File: src/rtl/cmt_pkg.sv
package cmt_pkg;

    typedef enum logic {
        TH_RUN       = 1'b0,
        TH_TRAP_WAIT = 1'b1
    } th_state_e;

endpackage

File: src/rtl/cmt_select.sv
module cmt_select #(
    parameter int T     = 2,
    parameter int W     = 4,
    parameter int SEQ_W = 16,
    parameter int CNT_W = 3,
    parameter int TID_W = 1
) (
    input  logic [T*W-1:0]       hv,
    input  logic [T*W-1:0]       hrdy,
    input  logic [T*W-1:0]       hsq,
    input  logic [T*W-1:0]       hex,
    input  logic [T*W-1:0]       hflt,
    input  logic [T*W-1:0]       hser,
    input  logic [T*W-1:0]       hld,
    input  logic [T*W-1:0]       hst,
    input  logic [T*W-1:0]       hnop,
    input  logic [T*W*SEQ_W-1:0] hseq,
    input  logic [T-1:0]         run_ok,
    input  logic [T-1:0]         st_pend,
    input  logic [TID_W-1:0]     start_tid,
    output logic [T*W-1:0]       retire_mask,
    output logic [T*W-1:0]       hold_mask,
    output logic [CNT_W-1:0]     commit_cnt,
    output logic [CNT_W-1:0]     inst_cnt,
    output logic [T*CNT_W-1:0]   adv_cnt,
    output logic [T-1:0]         done_vld,
    output logic [T*SEQ_W-1:0]   done_seq,
    output logic [T-1:0]         store_commit,
    output logic                 serial_req,
    output logic                 uload_req,
    output logic                 trap_req,
    output logic                 unk_err,
    output logic [TID_W-1:0]     req_tid,
    output logic [SEQ_W-1:0]     req_seq
);

    int   cons  [T];
    int   advn  [T];
    int   committed;
    int   counted;
    int   sel;
    int   cand;
    int   e;
    logic stop;

    always_comb begin
        retire_mask  = '0;
        hold_mask    = '0;
        done_vld     = '0;
        done_seq     = '0;
        store_commit = '0;
        serial_req   = 1'b0;
        uload_req    = 1'b0;
        trap_req     = 1'b0;
        unk_err      = 1'b0;
        req_tid      = '0;
        req_seq      = '0;
        committed    = 0;
        counted      = 0;
        sel          = 0;
        cand         = 0;
        e            = 0;
        stop         = 1'b0;
        for (int t = 0; t < T; t++) begin
            cons[t] = 0;
            advn[t] = 0;
        end
        for (int s = 0; s < T*W; s++) begin
            if (!stop && committed < W) begin
                sel = -1;
                for (int k = 0; k < T; k++) begin
                    cand = (int'(start_tid) + k) % T;
                    if (sel < 0 && run_ok[cand] && cons[cand] < W &&
                        hv[cand*W + cons[cand]])
                        sel = cand;
                end
                if (sel < 0) begin
                    stop = 1'b1;
                end else begin
                    e = sel*W + cons[sel];
                    if (!hrdy[e]) begin
                        stop = 1'b1;
                    end else if (hsq[e]) begin
                        retire_mask[e] = 1'b1;
                        cons[sel]      = cons[sel] + 1;
                    end else if (!hex[e]) begin
                        stop = 1'b1;
                        if (hser[e] || hld[e]) begin
                            if (committed == 0 && !st_pend[sel]) begin
                                hold_mask[e] = 1'b1;
                                req_tid      = TID_W'(sel);
                                req_seq      = hseq[e*SEQ_W +: SEQ_W];
                                if (hser[e]) serial_req = 1'b1;
                                else         uload_req  = 1'b1;
                            end
                        end else begin
                            unk_err = 1'b1;
                        end
                    end else if (hflt[e]) begin
                        stop = 1'b1;
                        if (committed == 0 && !st_pend[sel]) begin
                            trap_req = 1'b1;
                            req_tid  = TID_W'(sel);
                            req_seq  = hseq[e*SEQ_W +: SEQ_W];
                        end
                    end else begin
                        retire_mask[e]                 = 1'b1;
                        cons[sel]                      = cons[sel] + 1;
                        advn[sel]                      = advn[sel] + 1;
                        committed                      = committed + 1;
                        done_vld[sel]                  = 1'b1;
                        done_seq[sel*SEQ_W +: SEQ_W]   = hseq[e*SEQ_W +: SEQ_W];
                        if (hst[e])  store_commit[sel] = 1'b1;
                        if (!hnop[e]) counted          = counted + 1;
                    end
                end
            end
        end
        commit_cnt = CNT_W'(committed);
        inst_cnt   = CNT_W'(counted);
        for (int t = 0; t < T; t++)
            adv_cnt[t*CNT_W +: CNT_W] = CNT_W'(advn[t]);
    end

endmodule

File: src/rtl/cmt_pc_track.sv
module cmt_pc_track #(
    parameter int               PC_W       = 32,
    parameter int               UPC_W      = 8,
    parameter int               CNT_W      = 3,
    parameter int               W          = 4,
    parameter int               INST_BYTES = 4,
    parameter logic [PC_W-1:0]  RESET_PC   = '0
) (
    input  logic             clk,
    input  logic             rst_n,
    input  logic [CNT_W-1:0] adv,
    output logic [PC_W-1:0]  pc,
    output logic [PC_W-1:0]  npc,
    output logic [UPC_W-1:0] upc
);

    localparam logic [PC_W-1:0] STEP = PC_W'(INST_BYTES);

    logic [PC_W-1:0]  pc_q, npc_q, nnpc_q;
    logic [UPC_W-1:0] upc_q, nupc_q;
    logic [PC_W-1:0]  p_d, n_d, nn_d;
    logic [UPC_W-1:0] u_d, nu_d;

    always_comb begin
        p_d  = pc_q;
        n_d  = npc_q;
        nn_d = nnpc_q;
        u_d  = upc_q;
        nu_d = nupc_q;
        for (int i = 0; i < W; i++) begin
            if (i < int'(adv)) begin
                p_d  = n_d;
                n_d  = nn_d;
                nn_d = nn_d + STEP;
                u_d  = nu_d;
                nu_d = u_d + UPC_W'(1);
            end
        end
    end

    always_ff @(posedge clk or negedge rst_n) begin
        if (!rst_n) begin
            pc_q   <= RESET_PC;
            npc_q  <= RESET_PC + STEP;
            nnpc_q <= RESET_PC + STEP + STEP;
            upc_q  <= '0;
            nupc_q <= UPC_W'(1);
        end else begin
            pc_q   <= p_d;
            npc_q  <= n_d;
            nnpc_q <= nn_d;
            upc_q  <= u_d;
            nupc_q <= nu_d;
        end
    end

    assign pc  = pc_q;
    assign npc = npc_q;
    assign upc = upc_q;

endmodule

File: src/rtl/cmt_retire_ctrl.sv
module cmt_retire_ctrl
    import cmt_pkg::*;
#(
    parameter int              NUM_THREADS  = 2,
    parameter int              COMMIT_WIDTH = 4,
    parameter int              SEQ_W        = 16,
    parameter int              PC_W         = 32,
    parameter int              UPC_W        = 8,
    parameter int              INST_BYTES   = 4,
    parameter logic [PC_W-1:0] RESET_PC     = 32'h0000_1000,
    localparam int             NE           = NUM_THREADS * COMMIT_WIDTH,
    localparam int             CNT_W        = $clog2(COMMIT_WIDTH + 1),
    localparam int             TID_W        = (NUM_THREADS > 1) ? $clog2(NUM_THREADS) : 1
) (
    input  logic                         clk,
    input  logic                         rst_n,
    input  logic [NE-1:0]                hd_valid,
    input  logic [NE-1:0]                hd_ready,
    input  logic [NE-1:0]                hd_squashed,
    input  logic [NE-1:0]                hd_executed,
    input  logic [NE-1:0]                hd_fault,
    input  logic [NE-1:0]                hd_serial,
    input  logic [NE-1:0]                hd_load,
    input  logic [NE-1:0]                hd_store,
    input  logic [NE-1:0]                hd_nop,
    input  logic [NE*SEQ_W-1:0]          hd_seq,
    input  logic [NUM_THREADS-1:0]       wb_pending,
    input  logic [NUM_THREADS-1:0]       trap_done,
    output logic [NE-1:0]                retire_mask,
    output logic [NE-1:0]                hold_mask,
    output logic [CNT_W-1:0]             commit_cnt,
    output logic [CNT_W-1:0]             inst_cnt,
    output logic [NUM_THREADS-1:0]       done_vld,
    output logic [NUM_THREADS*SEQ_W-1:0] done_seq,
    output logic [NUM_THREADS-1:0]       store_commit,
    output logic                         serial_req,
    output logic                         uload_req,
    output logic                         trap_req,
    output logic                         unk_err,
    output logic [TID_W-1:0]             req_tid,
    output logic [SEQ_W-1:0]             req_seq,
    output logic [NUM_THREADS-1:0]       trap_wait,
    output logic [NUM_THREADS*PC_W-1:0]  pc_out,
    output logic [NUM_THREADS*PC_W-1:0]  npc_out,
    output logic [NUM_THREADS*UPC_W-1:0] upc_out
);

    th_state_e                th_q [NUM_THREADS];
    th_state_e                th_d [NUM_THREADS];
    logic [TID_W-1:0]         start_q;
    logic [NUM_THREADS-1:0]   run_ok;
    logic [NUM_THREADS*CNT_W-1:0] adv_cnt;

    // thread state register and start pointer
    always_ff @(posedge clk or negedge rst_n) begin
        if (!rst_n) begin
            for (int t = 0; t < NUM_THREADS; t++) th_q[t] <= TH_RUN;
            start_q <= '0;
        end else begin
            for (int t = 0; t < NUM_THREADS; t++) th_q[t] <= th_d[t];
            start_q <= (start_q == TID_W'(NUM_THREADS - 1)) ? '0 : start_q + TID_W'(1);
        end
    end

    // transitions
    always_comb begin
        for (int t = 0; t < NUM_THREADS; t++) begin
            th_d[t] = th_q[t];
            unique case (th_q[t])
                TH_RUN:       if (trap_req && req_tid == TID_W'(t)) th_d[t] = TH_TRAP_WAIT;
                TH_TRAP_WAIT: if (trap_done[t])                     th_d[t] = TH_RUN;
            endcase
        end
    end

    // state-decoded outputs
    always_comb begin
        for (int t = 0; t < NUM_THREADS; t++) begin
            run_ok[t]    = (th_q[t] == TH_RUN);
            trap_wait[t] = (th_q[t] == TH_TRAP_WAIT);
        end
    end

    cmt_select #(
        .T(NUM_THREADS), .W(COMMIT_WIDTH), .SEQ_W(SEQ_W), .CNT_W(CNT_W), .TID_W(TID_W)
    ) u_sel (
        .hv(hd_valid), .hrdy(hd_ready), .hsq(hd_squashed), .hex(hd_executed),
        .hflt(hd_fault), .hser(hd_serial), .hld(hd_load), .hst(hd_store),
        .hnop(hd_nop), .hseq(hd_seq), .run_ok(run_ok), .st_pend(wb_pending),
        .start_tid(start_q), .retire_mask(retire_mask), .hold_mask(hold_mask),
        .commit_cnt(commit_cnt), .inst_cnt(inst_cnt), .adv_cnt(adv_cnt),
        .done_vld(done_vld), .done_seq(done_seq), .store_commit(store_commit),
        .serial_req(serial_req), .uload_req(uload_req), .trap_req(trap_req),
        .unk_err(unk_err), .req_tid(req_tid), .req_seq(req_seq)
    );

    for (genvar t = 0; t < NUM_THREADS; t++) begin : g_pc
        cmt_pc_track #(
            .PC_W(PC_W), .UPC_W(UPC_W), .CNT_W(CNT_W), .W(COMMIT_WIDTH),
            .INST_BYTES(INST_BYTES), .RESET_PC(RESET_PC)
        ) u_pc (
            .clk(clk), .rst_n(rst_n),
            .adv(adv_cnt[t*CNT_W +: CNT_W]),
            .pc(pc_out[t*PC_W +: PC_W]),
            .npc(npc_out[t*PC_W +: PC_W]),
            .upc(upc_out[t*UPC_W +: UPC_W])
        );
    end

endmodule

File: config.mk
export PLATFORM = sky130hd
export DESIGN_NAME = cmt_retire_ctrl
export DESIGN_NICKNAME = d
export VERILOG_FILES = /design/src/rtl/cmt_pkg.sv /design/src/rtl/cmt_select.sv /design/src/rtl/cmt_pc_track.sv /design/src/rtl/cmt_retire_ctrl.sv
export SDC_FILE = /design/constraint.sdc
export NUM_CORES = 2
export LEC_CHECK = 0
export BUFFER_PORTS_ARGS = -buffer_cell sky130_fd_sc_hd__buf_4
export CAP_MARGIN = 20
export CORE_MARGIN = 4
export CORE_UTILIZATION = 30
export DETAILED_ROUTE_END_ITERATION = 8
export MAX_ROUTING_LAYER = met4
export PLACE_DENSITY = 0.56
export SLEW_MARGIN = 20
export SYNTH_ARGS = -nofsm -noshare
export SYNTH_HDL_FRONTEND = slang
export SYNTH_SLANG_ARGS = --single-unit
File: constraint.sdc
create_clock -name clk -period 44.1 [get_ports clk]
set_input_delay 2.205 -clock clk [delete_from_list [all_inputs] [get_ports clk]]
set_output_delay 2.205 -clock clk [all_outputs]
set_load 0.01 [all_outputs]
Yosys cells after proc, flatten, opt, wreduce, memory -nomap -nowiden --
Index checks and enable logic that the tools add are counted. Widths: inputs -> output; s select.
Storage, ports and cells: register bits after elaboration 227, input bits 206, output and inout port bits 225, logic and storage cells 1723
Cells by class: $add $sub $neg 78, order comparisons 115, shifts and indexed selects 24, multiplexer cells 1338, bitwise operators 44, reductions and logical operators 111
Operators with widths (count):
- $mux 32 | 239
- $mux 64 | 80
- $shiftx 128x32->16 | 8
- $mux 16 | 63
- $mux 8 | 118
- $bwmux 64 | 13
- $lt 32x1->1 const B | 24
- $lt 32x5->1 const B | 24
- $lt 32x4->1 const B | 23
- $add 32x2->32 const B | 20
- $mux 1 | 545
- $add 4x32->32 | 16
- $ge 32x1->1 const B | 16
- $ge 32x2->1 const B | 10
- $not 32->32 | 9
- $neg 32->33 | 8
- $shift 16x33->32 const A | 8
- $shiftx 16x33->32 | 8
- $add 32x3->32 const B | 8
- $add 32x32->32 | 8
- $demux 32 s1 | 8
- $lt 32x3->1 const B | 8
- $bmux 1 s3 | 80
- $bwmux 32 | 7
- 25 further kinds | 359

Depth between registers and ports, before layout --
word-level depth 246, mapped depth 133, mapped depth without buffers 96

Hierarchy --
A second synthesis with hierarchy kept.
Second synthesis, totals: cells, all modules 6640, area, all modules 44818.0 µm²
Modules (own cells, without submodules):
- cmt_select | instances 1, cells each 4198, area each 25733.4 µm², sequential area each 0.0 µm²
- cmt_pc_track | instances 2, cells each 1216, area each 9484.1 µm², sequential area each 2760.1 µm²
- cmt_retire_ctrl | instances 1, cells each 10, area each 116.4 µm², sequential area each 75.1 µm²

Least setup slack after synthesis --
Ideal clock, no wire load.
path type input-to-reg, from input port hd_valid[4], to register g_pc[0].u_pc.nnpc_q[31], library setup time 80 ps, arrival 29422 ps, data required time 44020 ps, path slack 14598 ps, stages 124, cell sequence buf_1 -> a21oi_2 -> buf_2 -> inv_1 -> buf_1 -> ha_1 -> buf_2 -> inv_1 -> nor3_1 -> o211ai_2 -> inv_2 -> clkbuf_1 -> buf_1 -> ha_1 -> o2111ai_1 -> or4_1 -> buf_2 -> o32ai_1 -> (+88 left out) -> nand2_1 -> nand2_1 -> ha_1 -> inv_1 -> a311o_1 -> or4b_4 -> a22oi_4 -> xnor2_2 -> or3_1 -> buf_2 -> or4b_1 -> buf_2 -> or3_1 -> or4_1 -> a22o_1 -> or4_4 -> nor4_1 -> xnor2_1
On the way: word-level cells in the longest chain between the ends 239
RTL lines:
- start: declaration | RTL line cmt_retire_ctrl.sv:17 | input logic [NE-1:0] hd_valid,
- parallel branches: the longest is 230 deep, another holds $lt 32x1->1
- $mux 35 (*) | RTL line cmt_select.sv:69 | if (!stop && committed < W) begin
- $lt 1x3->1 | RTL line cmt_pc_track.sv:31 | if (i < int'(adv)) begin
- $mux 32 | RTL line cmt_pc_track.sv:31
- $add 32x3->32 | RTL line cmt_pc_track.sv:34 | nn_d = nn_d + STEP;
- $mux 32 | RTL line cmt_pc_track.sv:31
- $add 32x3->32 | RTL line cmt_pc_track.sv:34
- $mux 32 | RTL line cmt_pc_track.sv:31
- $add 32x3->32 | RTL line cmt_pc_track.sv:34
- $mux 32 (*) | RTL line cmt_pc_track.sv:31
- named net g_pc[0].u_pc.nn_d[31] | RTL line cmt_pc_track.sv:21 | logic [PC_W-1:0] p_d, n_d, nn_d;
- end signal: assignment | RTL line cmt_pc_track.sv:45 | nnpc_q <= RESET_PC + STEP + STEP;
- end signal: assignment | RTL line cmt_pc_track.sv:51 | nnpc_q <= nn_d;
- end: declaration | RTL line cmt_pc_track.sv:19 | logic [PC_W-1:0] pc_q, npc_q, nnpc_q;
Mark *: on every way through the listed nets, which the timed path passes. The select of a mux whose other input is x is not followed. A chain may end at the register's enable or synchronous reset.

Final worst setup path --
from input port hd_valid[0], to register g_pc[1].u_pc.nnpc_q[31]
On the way: word-level cells in the longest chain between the ends 239
RTL lines (RTL line):
- parallel branches: the longest is 230 deep, another holds $lt 32x1->1
- $mux 35 (*) | cmt_select.sv:69
- $lt 1x3->1 | cmt_pc_track.sv:31
- $mux 32 | cmt_pc_track.sv:31
- $add 32x3->32 | cmt_pc_track.sv:34
- $mux 32 | cmt_pc_track.sv:31
- $add 32x3->32 | cmt_pc_track.sv:34
- $mux 32 | cmt_pc_track.sv:31
- $add 32x3->32 | cmt_pc_track.sv:34
- $mux 32 (*) | cmt_pc_track.sv:31
- named net g_pc[1].u_pc.nn_d[31] | cmt_pc_track.sv:21
- end signal: assignment | cmt_pc_track.sv:45
- end signal: assignment | cmt_pc_track.sv:51
- end: declaration | cmt_pc_track.sv:19
Marked as above.

==> results.yml <==
global_route:
  grt_pass1_wl_mm: 405
  grt_pass1_vias: 53350
  antenna_found_initial: 15
  grt_max_degree: 105
  grt_overflow: 0
  grt_usage: 0.370
place:
  placed_area_mm2: 0.0489
  gp_congestion: 1.11
  dp.final_hpwl_mm: 222
  port_buffers: 430
synth:
  synth_top_cell_by_area: "dfrtp_1"
  synth_top_area_frac: 0.120
  syn_area_mm2: 0.0441
  synthCells: 6877
  synth_top_family_by_area: "simple AND/OR/NAND/NOR gates"
  synthTopCellsByArea: "dfrtp_1 12%, nand2_1 12%, a21oi_1 6.1%"
  synth_edf_count: 0
  synth-seq-cells: 223
  synth_mux_area_frac: 0.0551
  synth_ff_type: "dfrtp_1"
  synth_cell_type_count: 150
  synth-simple-area-share: 0.337
  synthArstFlopShare: 1.00
  synth_warnings: 0
  synth_fa_ha_area_frac: 0.0361
  synth_area_per_cell_um2: 6.42
  synth-compound-area-share: 0.321
  synthXorXnorAreaFrac: 0.0604
  ys_seq_area_frac: 0.127
clock_tree:
  postCtsSetupBuffers: 0
  cts_tree: "done"
  cts_max_path_buffers: 3
  clkTransAtPathRegs_ns: 0.07
  root_buffer: "clkbuf_16"
  clock_sinks: 223
  cts_buffers: 29
  postCtsHoldBufs: 0
  cts_resized: 0
  cts_htree_levels: 1
  worstSkewPairLatency_ns: 0.67
worst_setup_path:
  cp_max_fo: 58
  slowest_stage: "and4_1"
  endpoint_kind: "register"
  crit_top_cell: "buf_4"
  crit_buf_inv: 24
  worst_setup_path_start_kind: "primary input"
  slowest_delay_ns: 1.02
  cp.arrival_ns: 37.02
  rrSetupSlack_ns: 8.48
  worstSetupPathType: "in2reg"
  critPathRequiredTime_ns: 44.66
  path_delay_family: "compound AO/OA/AOI/OAI gates"
min_path:
  hold_path.class: "reg2reg"
sta:
  period_minus_slack_ns: 36.47
  rsz0062_at_grt: "no"
  finalHoldViolations: 0
  drv_slew: 0
  worst_pin_slew_ns: 1.25
  fin_skew_ns: 0.0629
  fmax_ghz: 0.0274
  timing.final.crit_share: 0.827
  relSlewSlack: 0.165
  setup_tns_ns: 0
  setup_violations: 0
route:
  antenna_left: 0
  initialDrtViolationCount: 9231
  num_vias: 59069
  wirelength_mm: 292
  wl_per_cell_um: 32.8
  dr.pass1.iters: 9
  via_per_inst: 6.64
  drc: 0
pwr:
  powerDensity_mw_per_mm2: 96.7
  irDropWorstVdd_mv: 0.114
  leakagePower_nw: 19.3
finish:
  layout-drive-gt1-share: 0.129
  layout.nets: 7280
  finalInstanceArea_mm2: 0.0500
  area_growth_pct: 13.2
die:
  core-area_mm2: 0.146
  num_rows: 140
  die_w_um: 392
  io-pin-count: 431
  die-area_mm2: 0.153
  initial_utilization: 0.302
  die_height_um: 392
status:
  status: "finished clean"
job:
  cap_violations: 0
where the power goes:
group / leakage [nW] / total, mW / internal [mW] / switching [mW]
logic: 15.9 / 4.20 / 1.20 / 3.00
clock network: 0.505 / 0.267 / 0.150 / 0.118
registers: 2.85 / 0.360 / 0.277 / 0.0829
state kept, by name (all words and copies together) (netlist names):
| register | cells |
|---|---|
| g_pc.u_pc.npc | 64 |
| g_pc.u_pc.pc | 64 |
| g_pc.u_pc.nnpc_q | 60 |
| g_pc.u_pc.nupc_q | 16 |
| g_pc.u_pc.upc | 16 |
| trap_wait | 2 |
| start_q | 1 |
kinds of logic after synthesis:
family	Yosys count
AO/OA/AOI/OAI	2119
other	2
XOR/XNOR	302
AND/OR/NAND/NOR	3190
adder cells (fa/ha/maj)	125
flip-flops	223
multiplexers	230
buffers and inverters	686
through the flow:
stage	instances	hold slack (ns)	total power [mW]	utilization	setup WS, ns
finish	8898	0.488	4.83	0.342	7.63
global route	8897	0.514	5.04	0.342	6.08
CTS	8889	0.491	4.65	0.342	8.74
detailed placement	8835	0.475	4.36	0.335	8.11
global placement	8835	0.471	4.34	0.335	8.68
floorplan	6898	0.483	2.90	-	14.60
worst register-to-register path: cells and delay by family (launching register included):
family,cells,cell delay [ns]
multiplexers,5,1.87
AO/OA/AOI/OAI,37,12.56
AND/OR/NAND/NOR,29,9.86
buffers and inverters,24,7.87
flip-flops,1,0.45
XOR/XNOR,2,0.56
adder cells (fa/ha/maj),6,2.35
path summary, 6_finish.rpt:
check                                                     start                                 to  depth (start not counted)
worst max-delay path                                hd_valid[0]  g_pc[1].u_pc.nnpc_q[31]$_DFF_PN0_                        103
worst min-delay path            g_pc[1].u_pc.pc[31]$_DFFE_PN0P_    g_pc[1].u_pc.pc[31]$_DFFE_PN0P_                          2
worst max register to register           trap_wait[1]$_DFF_PN0_  g_pc[1].u_pc.nnpc_q[31]$_DFF_PN0_                        103
worst min register to register  g_pc[1].u_pc.pc[31]$_DFFE_PN0P_    g_pc[1].u_pc.pc[31]$_DFFE_PN0P_                          2
max in group asynchronous                                 rst_n    g_pc[0].u_pc.pc[18]$_DFFE_PN0P_                          2
min in group asynchronous                                 rst_n   g_pc[1].u_pc.nupc_q[2]$_DFF_PN0_                          1
Yosys cell counts (35+ instances only):
| master | instances |
|---|---|
| and3_1 | 127 |
| mux2i_1 | 174 |
| mux2_2 | 41 |
| a221o_1 | 43 |
| clkbuf_1 | 418 |
| nand4_1 | 77 |
| a31oi_1 | 86 |
| a211oi_1 | 137 |
| a221oi_1 | 52 |
| xnor2_1 | 197 |
| inv_1 | 111 |
| nor2_1 | 504 |
| buf_1 | 66 |
| and2_1 | 88 |
| a21oi_1 | 535 |
| o31ai_1 | 40 |
| nor3_1 | 190 |
| a22oi_1 | 58 |
| dfrtp_1 | 211 |
| o211ai_1 | 108 |
| nor4_1 | 83 |
| nor2b_1 | 35 |
| o21a_1 | 35 |
| a311oi_1 | 44 |
| or3_1 | 56 |
| nand3_1 | 439 |
| a22o_1 | 37 |
| ha_1 | 121 |
| o21ai_0 | 499 |
| o22ai_1 | 62 |
| xor2_1 | 103 |
| nand2_1 | 1371 |
cells in the final DEF, fill, tap and decap left out, drive strengths merged, types with 127 or more instances in the layout:
cell / n
nand2: 1373
buf: 582
a21oi: 547
o21ai: 529
nor2: 512
nand3: 441
dfrtp: 211
xnor2: 198
nor3: 197
mux2i: 177
a211oi: 142
inv: 129
and3: 127
cell type report:
type	count	area, µm²
fillers	15931	96000
multi-input cells	5989	36100
flip-flops and latches	223	5600
repair buffers	582	4380
well taps	1917	2400
clock buffers	32	757
inverters	124	469
clock inverters	22	258
diodes	9	22.5
layer usage:
layer | share of wire | vias to the layer above | wire length (µm) | global-route usage
li1 | - | 25412 | - | -
met1 | 0.39 | 28246 | 114000 | 0.469
met2 | 0.41 | 4431 | 120000 | 0.527
met3 | 0.13 | 980 | 37200 | 0.0984
met4 | 0.073 | 0 | 21300 | 0.214
met5 | 0 | - | 0 | -
Power figures use the tool's default switching activity.
